--- src/rtl/nandTreePkg.sv ---
package nandTreePkg;
  // strobes from the mode controller to the chain datapath
  typedef struct packed {
    logic chainEn;   // let the chain result reach the pad
    logic padDrive;  // turn the shared address pin into an output
  } modeStrobe_t;
endpackage

--- src/rtl/nandTreeMode.sv ---
module nandTreeMode
  import nandTreePkg::*;
(
  input  logic        clk,
  input  logic        porRstN,
  input  logic        testEnPin,
  input  logic        busStart,
  output modeStrobe_t strobes,
  output logic        testActive
);
  logic captured;
  logic modeFlag;
  logic busSeen;

  always_ff @(posedge clk or negedge porRstN) begin
    if (!porRstN) begin
      captured <= 1'b0;
      modeFlag <= 1'b0;
      busSeen  <= 1'b0;
    end else begin
      if (busStart) busSeen <= 1'b1;
      if (!captured) begin
        captured <= 1'b1;
        modeFlag <= testEnPin & ~busStart;
      end
    end
  end

  // the sticky bus flag overrides the power-up sample for good
  assign testActive       = modeFlag & ~busSeen;
  assign strobes.chainEn  = testActive;
  assign strobes.padDrive = testActive;
endmodule

--- src/rtl/nandTreeChain.sv ---
module nandTreeChain
  import nandTreePkg::*;
#(
  parameter int NUM_CHAIN = 8
) (
  input  logic [NUM_CHAIN-1:0] chainIn,
  input  logic                 addrPadIn,
  input  modeStrobe_t          strobes,
  output logic                 addrPadOut,
  output logic                 addrPadOe,
  output logic                 coreAddr
);
  localparam int LAST_STAGE = NUM_CHAIN - 1;
  localparam bit ODD_LENGTH = (NUM_CHAIN % 2) == 1;

  logic [NUM_CHAIN-1:0] stageOut;
  logic                 chainOut;

  assign stageOut[0] = ~(chainIn[0] & 1'b1);

  genvar s;
  generate
    for (s = 1; s < NUM_CHAIN; s++) begin : g_stage
      assign stageOut[s] = ~(chainIn[s] & stageOut[s-1]);
    end
    if (ODD_LENGTH) begin : g_fixOdd
      // an odd count of stages would leave the all-high result low
      assign chainOut = ~stageOut[LAST_STAGE];
    end else begin : g_evenPass
      assign chainOut = stageOut[LAST_STAGE];
    end
  endgenerate

  assign addrPadOut = strobes.chainEn & chainOut;
  assign addrPadOe  = strobes.padDrive;
  assign coreAddr   = strobes.padDrive ? 1'b0 : addrPadIn;
endmodule

--- src/rtl/nandTreeCtl.sv ---
module nandTreeCtl
  import nandTreePkg::*;
#(
  parameter int NUM_CHAIN = 8
) (
  input  logic                 clk,
  input  logic                 porRstN,
  input  logic                 testEnPin,
  input  logic                 busStart,
  input  logic [NUM_CHAIN-1:0] chainIn,
  input  logic                 addrPadIn,
  output logic                 addrPadOut,
  output logic                 addrPadOe,
  output logic                 coreAddr,
  output logic                 testActive
);
  modeStrobe_t strobes;

  nandTreeMode u_mode (
    .clk       (clk),
    .porRstN   (porRstN),
    .testEnPin (testEnPin),
    .busStart  (busStart),
    .strobes   (strobes),
    .testActive(testActive)
  );

  nandTreeChain #(.NUM_CHAIN(NUM_CHAIN)) u_chain (
    .chainIn   (chainIn),
    .addrPadIn (addrPadIn),
    .strobes   (strobes),
    .addrPadOut(addrPadOut),
    .addrPadOe (addrPadOe),
    .coreAddr  (coreAddr)
  );
endmodule

--- config.mk ---
export PLATFORM = sky130hd
export DESIGN_NAME = nandTreeCtl
export DESIGN_NICKNAME = d
export VERILOG_FILES = /design/src/rtl/nandTreePkg.sv /design/src/rtl/nandTreeMode.sv /design/src/rtl/nandTreeChain.sv /design/src/rtl/nandTreeCtl.sv
export SDC_FILE = /design/constraint.sdc
export NUM_CORES = 1
export LEC_CHECK = 0
export ABC_CLOCK_PERIOD_IN_PS = 800
export BUFFER_PORTS_ARGS = -buffer_cell sky130_fd_sc_hd__buf_2
export CORE_AREA = 2 2 39 41
export CTS_BUF_LIST = sky130_fd_sc_hd__clkbuf_4
export DETAILED_ROUTE_END_ITERATION = 16
export DIE_AREA = 0 0 41 43
export GPL_ROUTABILITY_DRIVEN = 0
export GPL_TIMING_DRIVEN = 0
export PLACE_DENSITY_LB_ADDON = 0.25
export SLEW_MARGIN = 20
export SYNTH_ARGS = -nofsm -noshare
export SYNTH_HDL_FRONTEND = slang
export SYNTH_SLANG_ARGS = --single-unit
--- constraint.sdc ---
create_clock -name clk -period 0.8 [get_ports clk]
set_input_delay 0.08 -clock clk [delete_from_list [all_inputs] [get_ports clk]]
set_output_delay 0.08 -clock clk [all_outputs]
set_load 0.02 [all_outputs]
==> results.toml <==
[finish]
drive_gt1_frac = 0.6923
area_growth_syn_to_layout_pct = 117.9
fillers = 136
multi_input_area_um2 = 96.34
n_antenna_cell = 0
post-route-util = 0.2640
design_area_um2 = 365.4
seq_area_um2 = 75.07
fin_nets = 53

[worst_hold_path]
hold_class = "in2reg"
worstHoldStart = "busStart"

[synthesis]
syn_area_um2 = 167.7
synth_area_per_cell_um2 = 9.862
yosysTopAreaCell = "dfrtp_1"
yosys_warnings = 0
synth-seq-cells = 3
syn_nets = 30
post-synth-top-area-fraction = 0.4478
netlist_instances = 17
ys_types = 12
synth_seq_area_share = 0.4478
synth_area_leaders = "dfrtp_1, a311oi_2, o221ai_2"

[critical_path]
slowest_stage = "dfrtp_1"
crit_chain = "nand2b_4 -> buf_4 -> inv_4 -> buf_6 -> buf_6"
worst-setup-path-type = "reg2out"
startpoint = "u_mode.busSeen$_DFFE_PN0P_"
crit_required_ns = 0.72
cp-end-kind = "output pin"
reg2reg_from = "u_mode.busSeen$_DFFE_PN0P_"
critPathTopFamily = "buffers and inverters"
crit_fanout = 3
cp.arrival_ns = 1.12
worst-path-buf-inv = 4
critPathLaunchType = "flop"
slowest_delay_ns = 0.36
path_common_cell = "buf_6"

[cts]
cts_buffer_depth = 2
cts_tree = "yes"
clkLatencyLatePin_ns = 0.23
cts_sinks = 3
cts_made_buffers = 3
clkTransAtPathRegs_ns = 0.03
cts_root_buf = "clkbuf_4"
htreeDepth = 1

[global_route]
grt_usage = 0.05115
grt_pass1_vias = 193
met2_usage = 0.07500
grt_overflow = 0
grt.busiest_layer = "met2"
grt_pass1_wl_um = 572
grtUsageMet3 = 0.03665
grt_use_met1 = 0.04487
antenna_found_initial = 0
grt_max_degree = 4

[timing]
skew_ns = 0.004227
period_needed_ns = 1.197
post-route-period-util = 1.496
finalHoldViolCount = 0
worst_slack_ns = -0.3969
setup_viol = 4
grt_setup_unrepaired = "yes"
max_freq_ghz = 0.8355
slew_violations = 0

[detailed_routing]
vias = 191
drt_iter0_drc = 2
ant_nets = 0
via_per_inst = 3.473
remaining_drc_errors = 0
post_drt_wl_per_cell_um = 7.182
drt_first_pass_iters = 2
wl_um = 395

[placed_design]
port_buffers = 16
dpl_worst_slack_ns = -0.2025
dp_hpwl_um = 333.8
place_area_um2 = 286.5

[power_and_ir_drop]
power.density_mw_per_mm2 = 1431
seqPwrFrac = 0.315
swShare = 0.2014
p_leak_uw = 0.0001830
pwr-share-comb = 0.129
vdd_ir_drop_max_uv = 416.1
p_clk_frac = 0.556
p_sw_uw = 105.3
intPower_uw = 417.4

[floorplanning]
start_util = 0.1212
die_w_um = 41
die_h_um = 43
core_region_area_mm2 = 0.001384
placementRows = 14
pin_count = 17
die-area_mm2 = 0.001763

[job]
maxCapViolCount = 0

[outcome]
violations = "negative setup slack"
outcome = "complete, but fails checks"
[power groups by stage]
stage	Combinational [uW]	Sequential (uW)	Clock, uW
floorplan	22.0	166	0
global placement	61.0	167	0
detailed placement	61.6	166	0
CTS	68.9	165	306
global route	75.1	165	336
finish	67.6	165	290
[synth_stat cells]
library cell / n
a311oi_2: 1
and2_1: 1
buf_4: 1
conb_1: 1
dfrtp_1: 3
inv_1: 2
nand2_1: 2
nand2b_1: 2
nor2b_1: 1
o21ai_0: 1
o221ai_2: 1
or2_2: 1
[layout by cell type (no fill, tap or decap)]
cell           Yosys  routed
and2_1             1       1
or2_2              1       1
nand2b_1           2       1
inv_4              0       1
dlygate4sd3_1      0       1
buf_4              1       1
conb_1             1       1
o21ai_0            1       1
nand2_1            2       2
a311oi_4           0       1
inv_1              2       1
buf_6              0       5
buf_2              0      12
dfrtp_1            3       3
clkbuf_4           0       4
nor2b_1            1       1
o221ai_2           1       1
nand2b_4           0       1
[metal layers]
layer,vias up,part of all wire
li1,98,-
met1,76,0.45
met2,17,0.40
met3,0,0.15
met4,0,0
met5,-,0
[cell type report]
cell class / instances / area share
repair buffers: 18 / 0.3356
inverters: 2 / 0.02740
plain buffers: 1 / 0.03082
clock buffers: 4 / 0.08219
flip-flops and latches: 3 / 0.2055
well taps: 16 / 0.05479
multi-input cells: 11 / 0.2637
[path summary, 6_finish.rpt]
| path | endpoint | slack, ns | depth (start not counted) |
|---|---|---|---|
| setup / recovery | testActive | -0.40 | 5 |
| hold / removal | u_mode.busSeen$_DFFE_PN0P_ | 0.06 | 2 |
| setup reg to reg | u_mode.busSeen$_DFFE_PN0P_ | 0.04 | 1 |
| hold reg to reg | u_mode.modeFlag$_DFFE_PN0N_ | 0.45 | 1 |
| max in group asynchronous | u_mode.captured$_DFF_PN0_ | 0.52 | 2 |
| min in group asynchronous | u_mode.modeFlag$_DFFE_PN0N_ | 0.17 | 2 |
[repair_timing]
action | 4_1_cts | 5_1_grt
pin swaps | 0 | 0
resized for setup | 8 | 2
buffers inserted | 1 | 0
cloned | 0 | 0
endpoints found under the hold margin | 3 | 0
hold buffers | 1 | 0
endpoints found under the setup margin | 4 | 4
[state kept, by name, indices dropped and copies added (netlist names)]
register and flops:
u_mode.captured 1, u_mode.busSeen 1, u_mode.modeFlag 1
[per-stage QoR]
stage	TNS, ns	std cells	hold slack, ns	total power [uW]
2_1_floorplan	-0.1220	17	-0.2156	187.7
3_3_place_gp	-0.3724	49	-0.1180	227.5
3_5_place_dp	-0.4021	49	-0.1215	227.9
4_1_cts	-1.527	55	0.05633	539.6
5_1_grt	-1.703	55	0.05633	576.1
6_report	-1.428	55	0.06139	522.7
[cell families (layout without fill, tap and decap cells)]
group,Yosys count,after routing,share of synthesized area
AO/OA/AOI/OAI,3,3,0.2089
AND/OR/NAND/NOR,7,7,0.2314
flip-flops,3,3,0.4477
buffers and inverters,3,25,0.08959
other,1,1,0.02237
Power figures use the tool's default switching activity.
